==> src/rtl/lcd_mux_pkg.sv <==
package lcd_mux_pkg;

  localparam int MAX_COM = 4;
  localparam int SLOT_W  = 3;
  localparam int ACT_W   = $clog2(MAX_COM);

  typedef enum logic [1:0] {
    MODE_STATIC   = 2'b00,
    MODE_DUPLEX   = 2'b01,
    MODE_QUAD     = 2'b10,
    MODE_QUAD_ALT = 2'b11
  } drive_mode_e;

  // number of backplanes in use for a mode
  function automatic logic [SLOT_W-1:0] com_count(input logic [1:0] m);
    case (drive_mode_e'(m))
      MODE_STATIC: com_count = SLOT_W'(1);
      MODE_DUPLEX: com_count = SLOT_W'(2);
      default:     com_count = SLOT_W'(4);
    endcase
  endfunction

  // index of the final slot of a frame
  function automatic logic [SLOT_W-1:0] last_slot(input logic [1:0] m);
    case (drive_mode_e'(m))
      MODE_STATIC: last_slot = SLOT_W'(1);
      MODE_DUPLEX: last_slot = SLOT_W'(3);
      default:     last_slot = SLOT_W'(7);
    endcase
  endfunction

endpackage

==> src/rtl/lcd_slot_seq.sv <==
module lcd_slot_seq
  import lcd_mux_pkg::*;
(
  input  logic              clk,
  input  logic              rst,
  input  logic              enable,
  input  logic              tick,
  input  logic [1:0]        mode,
  output logic [SLOT_W-1:0] slot,
  output logic              frame_wrap
);

  logic [SLOT_W-1:0] last;
  logic              at_end;

  assign last       = last_slot(mode);
  assign at_end     = (slot >= last);
  assign frame_wrap = enable && tick && at_end;

  always_ff @(posedge clk) begin
    if (rst || !enable) begin
      slot <= '0;
    end else if (tick) begin
      slot <= at_end ? '0 : slot + SLOT_W'(1);
    end
  end

endmodule

==> src/rtl/lcd_seg_shadow.sv <==
module lcd_seg_shadow #(
  parameter int WIDTH = 32
) (
  input  logic             clk,
  input  logic             rst,
  input  logic             load,
  input  logic [WIDTH-1:0] d,
  output logic [WIDTH-1:0] q
);

  always_ff @(posedge clk) begin
    if (rst) begin
      q <= '0;
    end else if (load) begin
      q <= d;
    end
  end

endmodule

==> src/rtl/lcd_wave_gen.sv <==
module lcd_wave_gen
  import lcd_mux_pkg::*;
#(
  parameter int N_SEGPIN = 8,
  localparam int DATA_W  = MAX_COM * N_SEGPIN
) (
  input  logic                clk,
  input  logic                rst,
  input  logic                enable,
  input  logic [1:0]          mode,
  input  logic [SLOT_W-1:0]   slot,
  input  logic [DATA_W-1:0]   shadow,
  output logic [MAX_COM-1:0]  com_out,
  output logic [MAX_COM-1:0]  com_oe,
  output logic [N_SEGPIN-1:0] seg_out
);

  logic [SLOT_W-1:0]   ncom;
  logic                level;
  logic [ACT_W-1:0]    act;
  logic [N_SEGPIN-1:0] row;
  logic [MAX_COM-1:0]  nxt_com;
  logic [MAX_COM-1:0]  nxt_oe;
  logic [N_SEGPIN-1:0] nxt_seg;

  assign ncom  = com_count(mode);
  assign level = (slot < ncom);

  always_comb begin
    case (drive_mode_e'(mode))
      MODE_STATIC: act = '0;
      MODE_DUPLEX: act = ACT_W'(slot[0]);
      default:     act = slot[ACT_W-1:0];
    endcase
  end

  for (genvar c = 0; c < MAX_COM; c++) begin : g_com
    always_comb begin
      if (ncom <= SLOT_W'(c)) begin
        nxt_oe[c]  = 1'b1;
        nxt_com[c] = 1'b0;
      end else if (act == ACT_W'(c)) begin
        nxt_oe[c]  = 1'b1;
        nxt_com[c] = level;
      end else begin
        nxt_oe[c]  = 1'b0;
        nxt_com[c] = 1'b0;
      end
    end
  end

  assign row     = shadow[act*N_SEGPIN +: N_SEGPIN];
  assign nxt_seg = row ^ {N_SEGPIN{level}};

  always_ff @(posedge clk) begin
    if (rst || !enable) begin
      com_out <= '0;
      com_oe  <= '1;
      seg_out <= '0;
    end else begin
      com_out <= nxt_com;
      com_oe  <= nxt_oe;
      seg_out <= nxt_seg;
    end
  end

endmodule

==> src/rtl/lcd_mux_drive.sv <==
module lcd_mux_drive
  import lcd_mux_pkg::*;
#(
  parameter int N_SEGPIN = 8,
  localparam int DATA_W  = MAX_COM * N_SEGPIN
) (
  input  logic                clk,
  input  logic                rst,
  input  logic                enable,
  input  logic                tick,
  input  logic [1:0]          mode,
  input  logic [DATA_W-1:0]   seg_bits,
  output logic [MAX_COM-1:0]  com_out,
  output logic [MAX_COM-1:0]  com_oe,
  output logic [N_SEGPIN-1:0] seg_out
);

  logic [SLOT_W-1:0] slot;
  logic              frame_wrap;
  logic [DATA_W-1:0] shadow_q;

  lcd_slot_seq u_seq (
    .clk        (clk),
    .rst        (rst),
    .enable     (enable),
    .tick       (tick),
    .mode       (mode),
    .slot       (slot),
    .frame_wrap (frame_wrap)
  );

  lcd_seg_shadow #(.WIDTH(DATA_W)) u_shadow (
    .clk  (clk),
    .rst  (rst),
    .load (frame_wrap || !enable),
    .d    (seg_bits),
    .q    (shadow_q)
  );

  lcd_wave_gen #(.N_SEGPIN(N_SEGPIN)) u_wave (
    .clk     (clk),
    .rst     (rst),
    .enable  (enable),
    .mode    (mode),
    .slot    (slot),
    .shadow  (shadow_q),
    .com_out (com_out),
    .com_oe  (com_oe),
    .seg_out (seg_out)
  );

endmodule

==> config.mk <==
export PLATFORM = sky130hd
export DESIGN_NAME = lcd_mux_drive
export DESIGN_NICKNAME = d
export VERILOG_FILES = /design/src/rtl/lcd_mux_pkg.sv /design/src/rtl/lcd_slot_seq.sv /design/src/rtl/lcd_seg_shadow.sv /design/src/rtl/lcd_wave_gen.sv /design/src/rtl/lcd_mux_drive.sv
export SDC_FILE = /design/constraint.sdc
export NUM_CORES = 1
export LEC_CHECK = 0
export BUFFER_PORTS_ARGS = -buffer_cell sky130_fd_sc_hd__buf_2
export CORE_ASPECT_RATIO = 1.4
export CORE_UTILIZATION = 50
export CTS_CLUSTER_DIAMETER = 120
export CTS_CLUSTER_SIZE = 16
export DETAILED_ROUTE_END_ITERATION = 7
export PLACE_DENSITY = 0.84
export SYNTH_ARGS = -nofsm -noshare
export SYNTH_HDL_FRONTEND = slang
export SYNTH_SLANG_ARGS = --single-unit
==> constraint.sdc <==
create_clock -name clk -period 5.8 [get_ports clk]
set_clock_uncertainty 0.2 [all_clocks]
set_input_delay 0 -clock clk [delete_from_list [all_inputs] [get_ports clk]]
set_output_delay 0 -clock clk [all_outputs]
set_load 0.1 [all_outputs]
# After elaboration in Yosys (flattened, before gate mapping)
# Cells that the tools add are included.
# word_totals
ff_bits	51
inputBits	38
out_inout_bits	16
# op_classes
eq_ne	4
shifts	1
add_sub_neg	1
bitwise_logic	5
magnitude_cmp	6
muxes	8
n_reduce_logical	15
# op_table
cell	count
$shiftx 32x6->8	1
$pmux 3 s2	2
$reduce_or 3->1	4
$reduce_or 2->1	4
$xor 8x8->8	1
$le 3x1->1 const B	2
$le 3x2->1 const B	2
$eq 2x1->1 const B	2
$eq 2x2->1 const B	2
$logic_not 2->1	2
$mux 1	4
$not 1->1	4
$pmux 2 s2	1
$add 3x1->3 const B	1
$ge 3x3->1	1
$lt 3x3->1	1
$mux 3	1
$logic_and 1x1->1	2
$logic_or 1x1->1	2
$logic_not 1->1	1

# Depth between registers and ports, before layout
# Gate-level depths: netlist of run 1.
# depth
word_depth	5
depth_mapped	10

# Cells and area by module
# A second synthesis of run 1 with hierarchy kept.
# unflattened
hier_cells	187
hier_area_um2	2167.1
# modules_own_cells
mod	instances	seq_area_each_um2	area_each_um2	cells_per_inst
lcd_seg_shadow	1	640.6	1163.6	103
lcd_wave_gen	1	320.3	809.5	63
lcd_slot_seq	1	60.1	187.7	20
lcd_mux_drive	1	0.0	6.3	1

# Worst setup path before layout of run 1
# No wires, ideal clock.
# synth_timing
path_type	input port to flip-flop
from	input port mode[1]
to	register u_shadow.q[10]
setup_ns	0.128
arrival_ns	2.041
cell_stages	10
setup_slack_ns	3.432
path_buffers	2
cell_sequence	nand2b_1 > clkbuf_1 > ha_1 > inv_1 > ha_1 > o21ai_1 > o21ai_2 > buf_4 > mux2i_1 > nor2_1
# synth_between
elab_chain_cells	5
elab_cells_between_ends	6
cone_classes	1 x order compare; 1 x eq/ne; 1 x mux; 3 x reduce/logical
# synth_rtl
item	line	text
from (decl)	lcd_mux_drive.sv:11	input logic [1:0] mode,
$eq 2x1->1 or $logic_not 2->1 (tied branches)	lcd_mux_pkg.sv:25	case (drive_mode_e'(m))
$pmux 3 s2 (*)	lcd_mux_pkg.sv:25	
$ge 3x3->1 (*)	lcd_slot_seq.sv:17	assign at_end = (slot >= last);
$logic_and 1x1->1 (*)	lcd_slot_seq.sv:18	assign frame_wrap = enable && tick && at_end;
$logic_or 1x1->1 (*)	lcd_mux_drive.sv:35	.load (frame_wrap || !enable),
to (signal assigned)	lcd_seg_shadow.sv:13	q <= '0;
to (signal assigned)	lcd_seg_shadow.sv:15	q <= d;
to (decl)	lcd_seg_shadow.sv:8	output logic [WIDTH-1:0] q
# Mark *: on every way between the ends. The rest lies on a longest branch, timed or not.
# A chain may end at the register's enable or synchronous reset.

# Final worst setup path of run 1
# layout_timing
from	input port mode[1]
to	register u_shadow.q[7]
# Same word-level chain as after synthesis.

==> results of run 1 <==
[area by class of cell]
type                       instances  area [um2]  area share [%]
tap                               60        75.1            2.33
multi-input combinational        138        1150            35.8
sequential                        51        1020            31.7
inverter                           3        13.8           0.428
timing repair buffer             112         853            26.5
clock buffer                       6        72.6            2.25
clock inverter                     1        30.0           0.933
[Yosys cell counts, drive strengths merged, types with 2 or more instances]
master,n,area share (%)
dfxtp,51,45
mux2i,41,18
nor2,38,6.3
a221oi,8,5.3
a32o,8,3.6
mux2,8,5.3
buf,6,2.1
clkbuf,6,1.0
ha,6,3.3
nand2,5,0.83
o21ai,5,1.3
inv,3,0.61
nand2b,2,0.56
nand3b,2,0.67
nor4,2,0.56
or2,2,0.56
[stage by stage]
stage          total power (W)  hold slack [ns]  utilization [%]
2_1_floorplan         0.000496          -0.0632                -
3_3_place_gp          0.000524           0.0326             59.3
3_5_place_dp          0.000528           0.0453             59.3
4_1_cts               0.000791          0.00128             75.3
5_1_grt               0.000828           0.0268             75.3
6_report              0.000798           0.0150             75.3
[power breakdown]
| group | switching (W) | internal, W | leakage (nW) |
|---|---|---|---|
| sequential | 0.0000135 | 0.000370 | 0.420 |
| clock | 0.000116 | 0.000127 | 0.0513 |
| combinational | 0.0000991 | 0.0000733 | 1.05 |
| total | 0.000228 | 0.000570 | 1.52 |
[worst paths after layout]
check	startpoint	end	slack [ns]
hold reg to reg	u_shadow.q[19]$_SDFFE_PP0P_	u_shadow.q[19]$_SDFFE_PP0P_	0.33
setup reg to reg	u_seq.slot[1]$_SDFFE_PP0P_	u_shadow.q[7]$_SDFFE_PP0P_	2.92
setup / recovery	mode[1]	u_shadow.q[7]$_SDFFE_PP0P_	1.96
hold / removal	rst	u_shadow.q[9]$_SDFFE_PP0P_	0.01
[state kept, by name, indices dropped and copies added (netlist names)]
register,count
u_shadow.q,32
u_wave.seg_out,8
u_wave.com_oe,4
u_wave.com_out,4
u_seq.slot,3
[layer usage]
layer  share of wire [%]  routed length [um]
met1                  43                2490
met2                  51                2970
met3                 3.8                 219
met4                 2.1                 121
met5                   0                   0
[cells by family after synthesis]
| kind of cell | share of synthesized area [%] |
|---|---|
| fa+ha+maj | 3.34 |
| mux | 23.6 |
| flops | 45.4 |
| xor+xnor | 0.779 |
| buf+inv | 3.67 |
| compound gates | 12.1 |
| simple gates | 11.1 |
[repair_timing]
| item | 4_1_cts | 5_1_grt |
|---|---|---|
| endpoints found under the hold margin | 41 | 0 |
| hold buffers | 58 | 0 |
| buffers inserted | 0 | 0 |
==> impl_metrics.toml, run 1 <==
[timing]
rsz0062_at_grt = "no"
tns_ns = 0
drv_slew = 0
period_needed_ns = 3.84
timing.final.ws_setup_ns = 1.96
tightest_slew_ns = 0.696
hold_viol = 0
max_clock_freq_mhz = 260
slew_headroom_pct = 53.6
setup_viol = 0
min_period_over_period_pct = 66.2

[power_and_ir_drop]
irDropWorstVdd_uv = 183
leakage_nw = 1.52
power_density_mw_per_mm2 = 248

[cts]
cts_num_sinks = 51
cts.path.max_buffers = 2
htreeDepth = 2
clk_pin_slew_ns = 0.09
cts_resized = 0
cts-buffers-inserted = 5
cts-root-buf = "clkbuf_8"
tritoncts = "yes"
clk_latency_ns = 0.31

[final_layout]
final_layout_size_suffix_gt1_share_pct = 26.4
area_delta_synth_final_pct = 43.1
n_antenna_cell = 0
nets = 355
fill_cells = 290
fin_area_mm2 = 0.00322
final_common_cell = "dlygate4sd3_1"
fin_cells = 371
layout_common_cells = "dlygate4sd3_1, buf_2, dfxtp_1, mux2i_1, nor2_1"

[die]
die-area_mm2 = 0.00478
ios = 54
rows = 28
core_area_mm2 = 0.00427
start_util_pct = 52.6
die_w_um = 58.7
die_h_um = 81.4

[global_route]
grt_max_degree = 35
grt_pass1_vias = 1896
antenna_found_initial = 0
grt_pass1_wl_mm = 9.10
met1_usage_pct = 30.2
grt_use_met2_pct = 46.3
busiest_layer = "met2"
grt_overflow = 0
globalRouteTotalUtil_pct = 25.9
grt_use_met3_pct = 4.14

[yosys]
synthCells = 204
synth_cell_type_count = 33
synth_seq_cells = 51
yosysSeqAreaShare_pct = 45.4
avgSynthCellArea_um2 = 11.0
yosysWarnings = 0
syn-cell-area_mm2 = 0.00225
synthesis.nets = 248
synth_edf_count = 0
synthFlopType = "dfxtp_1"
synth_async_sr_flop_share_pct = 0

[critical_path]
startpoint_type = "input pin"
rr_worst_depth = 7
crit_chain = "dlygate4sd3_1, buf_2, nand2b_1, ha_1, inv_1, ha_1, o21ai_1, o21ai_4, buf_4, mux2i_1, nor2_1, dlygate4sd3_1"
path_depth = 12
cp-end-kind = "flop"
criticalPathCategory = "input pin to flop"
cp.required_ns = 5.79
cp.arrival_ns = 3.83
worst-path-buf-inv = 5
cp_top_family = "buffers and inverters"
cp_slowest_stage_delay_ns = 0.60
critical_path.max_fanout = 32
worst_path_max_delay_cell = "dlygate4sd3_1"

[placed_design]
port_buffers = 53
dp_hpwl_mm = 3.22
dpl_cell_area_mm2 = 0.00254
post-place-ws_ns = 2.94
gp_congestion = 0.805
place_inst = 306

[hold_path]
holdCritPathClass = "input pin to flop"
holdPathStages = 2

[drt]
num_vias = 1917
first_pass_iters = 4
antenna_left = 0
drcViolationCount = 0
wl_per_cell_um = 15.6
vias_per_cell = 5.17
drt-total-wl_mm = 5.80
drtIter0Drc = 71

[job]
maxCapViolCount = 0

[status]
status = "complete, no violations"
No activity file was read; power rests on OpenSTA's default activity.
==> run 2, diff against run 1 <==
Clock period 5.8 ns to 3.97 ns, I/O delays scaled along.
==> run 2 against run 1 <==
Register-to-register slack lost 1.8 ns. Combinational power rose by 47%. Non-clock buffer count is 2 higher. Global-route usage shrank 0.46 points. Worst setup slack worse by 1.7 ns. Worst hold slack worse by 0.0091 ns. Final cell count grew 0.81%. Design area rose by 0.66%. Largest power group unchanged. Highest routed layer unchanged.
==> impl_metrics.toml, run 2 (synthesis results as in run 1) <==
[status]
status = "complete, no violations"

[critical_path]
path_depth = 12
worst-path-buf-inv = 5
rrSetupSlack_ns = 1.15
r2r-start = "u_seq.slot[1]$_SDFFE_PP0P_"
regToRegEndpoint = "u_shadow.q[3]$_SDFFE_PP0P_"
worst_path_max_delay_cell = "dlygate4sd3_1"
crit_chain = "dlygate4sd3_1, buf_2, nand2b_1, ha_1, inv_1, ha_1, o21ai_1, o21ai_4, buf_4, mux2i_1, nor2_1, dlygate4sd3_1"
criticalPathCategory = "input pin to flop"
critical_path.max_fanout = 32
endpoint = "u_shadow.q[3]$_SDFFE_PP0P_"
startpoint_type = "input pin"
rr_worst_depth = 7
cp.required_ns = 3.97
cp_slowest_stage_delay_ns = 0.59
cp-end-kind = "flop"
cp.arrival_ns = 3.74
cp_top_family = "buffers and inverters"
crit_start = "mode[1]"

[drt]
drt-total-wl_mm = 5.63
drtIter0Drc = 72
num_vias = 1944
wl_per_cell_um = 15.1
vias_per_cell = 5.20
first_pass_iters = 4
drcViolationCount = 0
antenna_left = 0

[placed_design]
port_buffers = 53
dp_hpwl_mm = 3.21
gp_congestion = 0.825

[hold_path]
holdCritPathClass = "input pin to flop"

[cts]
htreeDepth = 2
clk_latency_ns = 0.30
post-cts-setup-buffers = 0
cts-root-buf = "clkbuf_8"
cts_resized = 0
cts-buffers-inserted = 5
cts_num_sinks = 51
tritoncts = "yes"
cts.path.max_buffers = 2
clk_pin_slew_ns = 0.09

[job]
maxCapViolCount = 0

[timing]
drv_slew = 0
max_clock_freq_mhz = 267
min_period_over_period_pct = 94.2
setup_viol = 0
tns_ns = 0
period_needed_ns = 3.74
slew_headroom_pct = 56.2
rsz0062_at_grt = "no"
hold_viol = 0
tightest_slew_ns = 0.657

[die]
rows = 28
start_util_pct = 52.6
die_h_um = 81.4
ios = 54
core_area_mm2 = 0.00427
die_w_um = 58.7
die-area_mm2 = 0.00478

[power_and_ir_drop]
leakage_nw = 1.54
finalPower_w = 0.00114
power_density_mw_per_mm2 = 352
irDropWorstVdd_uv = 217

[final_layout]
top_register = "u_shadow.q"
top_regs = "u_shadow.q: 32 flops, u_wave.seg_out: 8 flops"
area_delta_synth_final_pct = 44.0
final_common_cell = "dlygate4sd3_1"
n_antenna_cell = 0
layout_common_cells = "dlygate4sd3_1, buf_2, dfxtp_1, mux2i_1, nor2_1"
final_layout_size_suffix_gt1_share_pct = 26.8
nets = 357
largest_reg_flops = 32
fill_cells = 281

[global_route]
globalRouteTotalUtil_pct = 25.5
grt_pass1_wl_mm = 9.14
grt_max_degree = 35
grt_pass1_vias = 1940
grt_overflow = 0
antenna_found_initial = 0
## run 2: changes by cell type in the layout (fill, tap and decap cells not counted)
cell,delta
bufinv_16,-1
clkbuf_1,-1
clkbuf_8,+2
clkinvlp_4,+1
dlygate4sd3_1,+2
## run 2: what timing repair did
| action | CTS | global route |
|---|---|---|
| setup endpoints to repair | 0 | 0 |
| hold buffers | 60 | 0 |
| endpoints found under the hold margin | 41 | 0 |
## run 2: area by class of cell
class | instances | area, um2 | share of cell area (%)
flip-flops and latches | 51 | 1020 | 31.5
clock inverters | 1 | 7.51 | 0.232
multi-input cells | 138 | 1150 | 35.6
inverters | 3 | 13.8 | 0.425
repair buffers | 114 | 873 | 26.9
well taps | 60 | 75.1 | 2.32
clock buffers | 7 | 96.3 | 2.97
## run 2: worst min-delay path by stage
stage	start	slack [ns]	cells after the start	end
6_report	rst	0.006	2	u_shadow.q[10]$_SDFFE_PP0P_
3_5_place_dp	seg_bits[24]	0.04	3	u_shadow.q[24]$_SDFFE_PP0P_
3_3_place_gp	seg_bits[22]	0.03	3	u_shadow.q[22]$_SDFFE_PP0P_
5_1_grt	rst	0.02	2	u_shadow.q[10]$_SDFFE_PP0P_
4_1_cts	rst	0.0003	2	u_shadow.q[31]$_SDFFE_PP0P_
2_1_floorplan	tick	-0.06	2	u_seq.slot[0]$_SDFFE_PP0P_
## run 2: layer usage
| metal | part of all wire (%) | up-vias | global-route usage (%) | routed length [um] |
|---|---|---|---|---|
| met5 | 0 | - | 0 | 0 |
| met4 | 2.1 | 0 | 10.5 | 118 |
| met3 | 3.7 | 9 | 5.73 | 206 |
| met2 | 51 | 58 | 44.4 | 2860 |
| met1 | 43 | 926 | 29.9 | 2450 |
| li1 | - | 951 | - | - |
## run 2: power breakdown
group	switching [W]	internal [W]
registers	0.0000198	0.000541
clock network	0.000169	0.000159
logic	0.000145	0.000109
## run 2: per-stage QoR
stage	std cells	hold WS [ns]	util (%)	instance area [um2]	setup slack [ns]
final	374	0.00586	75.8	3240	0.231
after global routing	374	0.0165	75.8	3240	0.0400
after CTS	374	0.000314	75.8	3240	0.323
after detailed placement	306	0.0409	59.3	2540	1.06
after global placement	306	0.0347	59.3	2540	1.23
after floorplan	204	-0.0632	-	2250	1.60
==> run 3, diff against run 2 <==
Settings changed: CORE_UTILIZATION 50 to 40, PLACE_DENSITY 0.84 to 0.72, SETUP_SLACK_MARGIN from default to 0.3.
==> run 3 against run 2 <==
The run now ends with negative hold slack left. Worst setup slack gained 0.64 ns. Utilization shrank 19 points. Sequential power is essentially flat. Clock-buffer cell count is the same. Die area grew 24%. Design area shrank 7.5%. Worst hold slack lost 0.018 ns. Clock power shrank 5%. Non-clock buffer count shrank 24. Wire length shrank 16%. Total power shrank 4.0%. Critical endpoint is now u_shadow.q[16]$_SDFFE_PP0P_. Largest cell class unchanged.
==> impl_metrics.toml, run 3 (synthesis results as in run 1) <==
[critical_path]
worst-path-buf-inv = 4
criticalPathCategory = "input pin to flop"
r2r-start = "u_seq.slot[1]$_SDFFE_PP0P_"
cp_top_family = "buffers and inverters"
crit_start = "mode[1]"
critical_path.max_fanout = 32
regToRegEndpoint = "u_shadow.q[16]$_SDFFE_PP0P_"
rr_worst_depth = 6
worst_path_max_delay_cell = "dlygate4sd3_1"
cp.required_ns = 3.94
cp.arrival_ns = 3.07
cp_common_cell = "ha_1"
cp-end-kind = "flop"
startpoint_type = "input pin"
endpoint = "u_shadow.q[16]$_SDFFE_PP0P_"
crit_chain = "dlygate4sd3_1, buf_2, nand2b_1, ha_1, inv_1, ha_1, o21ai_1, o21ai_4, buf_4, mux2i_1, nor2_1"
rrSetupSlack_ns = 1.78
path_depth = 11
cp_slowest_stage_delay_ns = 0.52

[die]
die_w_um = 65.4
core_area_mm2 = 0.00528
rows = 31
ios = 54
die-area_mm2 = 0.00593
start_util_pct = 42.6
die_h_um = 90.7

[global_route]
grt_pass1_vias = 1723
antenna_found_initial = 0
grt_max_degree = 35
grt_pass1_wl_mm = 7.98
globalRouteTotalUtil_pct = 17.4
grt_overflow = 0

[power_and_ir_drop]
irDropWorstVdd_uv = 266
finalPower_w = 0.00110
power_density_mw_per_mm2 = 365
leakage_nw = 1.39

[timing]
slew_headroom_pct = 54.9
setup_viol = 0
rsz0062_at_grt = "no"
holdWs_ns = -0.0124
min_period_over_period_pct = 78.2
hold_viol = 25
tns_ns = 0
max_clock_freq_mhz = 322
period_needed_ns = 3.10
tightest_slew_ns = 0.676
drv_slew = 0

[hold_path]
hp-start = "rst"
holdCritPathClass = "input pin to flop"

[drt]
antenna_left = 0
drt-total-wl_mm = 4.75
wl_per_cell_um = 13.3
vias_per_cell = 4.95
drtIter0Drc = 58
drcViolationCount = 0
first_pass_iters = 4
num_vias = 1763

[final_layout]
largest_reg_flops = 32
final_common_cell = "buf_2"
area_delta_synth_final_pct = 33.3
layout_common_cells = "buf_2, dfxtp_1, mux2i_1, nor2_1, dlygate4sd3_1"
top_register = "u_shadow.q"
regArea_mm2 = 0.00102
top_regs = "u_shadow.q: 32 flops, u_wave.seg_out: 8 flops"
n_antenna_cell = 0
fin_cells = 356
fill_cells = 500
final_layout_size_suffix_gt1_share_pct = 28.6
nets = 333
multi_input_area_mm2 = 0.00115

[placed_design]
gp_congestion = 0.792
place_inst = 312
port_buffers = 53
dp_hpwl_mm = 3.21

[cts]
cts-buffers-inserted = 5
cts_num_sinks = 51
tritoncts = "yes"
clk_pin_slew_ns = 0.09
htreeDepth = 2
clk_latency_ns = 0.31
cts-root-buf = "clkbuf_8"
cts.path.max_buffers = 2

[status]
violations = "negative hold slack"
status = "finished, violations left"

[job]
maxCapViolCount = 0
## run 3: layer usage
| layer | vias up | routed length, um | GRT usage (%) |
|---|---|---|---|
| li1 | 898 | - | - |
| met1 | 822 | 2130 | 21.6 |
| met2 | 35 | 2390 | 29.0 |
| met3 | 8 | 141 | 3.16 |
| met4 | 0 | 87 | 6.88 |
| met5 | - | 0 | 0 |
## run 3: worst min-delay path by stage
stage                              endpoint  cells after the start  slack, ns
2_1_floorplan    u_seq.slot[0]$_SDFFE_PP0P_                      2      -0.06
3_3_place_gp    u_shadow.q[13]$_SDFFE_PP0P_                      3       0.04
3_5_place_dp    u_shadow.q[10]$_SDFFE_PP0P_                      3       0.04
4_1_cts        u_wave.com_out[1]$_SDFF_PP0_                      4      0.003
5_1_grt         u_shadow.q[10]$_SDFFE_PP0P_                      2       0.03
6_report         u_shadow.q[1]$_SDFFE_PP0P_                      2      -0.01
## run 3: area by class of cell
| class | count | area share [%] |
|---|---|---|
| clock inverters | 1 | 0.292 |
| clock buffers | 7 | 2.88 |
| repair buffers | 90 | 21.1 |
| multi-input cells | 138 | 38.5 |
| well taps | 66 | 2.75 |
| flip-flops and latches | 51 | 34.0 |
| inverters | 3 | 0.459 |
## run 3: stage by stage
step	hold WS, ns	cell area (um2)	setup WS (ns)	util, %
4_1_cts	0.00284	3000	0.837	56.9
2_1_floorplan	-0.0632	2250	1.60	-
3_5_place_dp	0.0436	2540	1.07	48.2
5_1_grt	0.0263	3000	0.621	56.9
3_3_place_gp	0.0355	2540	1.19	48.2
6_report	-0.0124	3000	0.866	56.9
## run 3: power by group
group	internal, W	leakage (nW)	switching (W)
combinational	0.0000913	0.921	0.000135
clock	0.000143	0.0484	0.000168
sequential	0.000541	0.420	0.0000172
total	0.000775	1.39	0.000320
## run 3: what timing repair did
item                      CTS  global route
buffers inserted            0             0
hold buffers               36             0
hold endpoints to repair   41             0
resized for setup           0             0
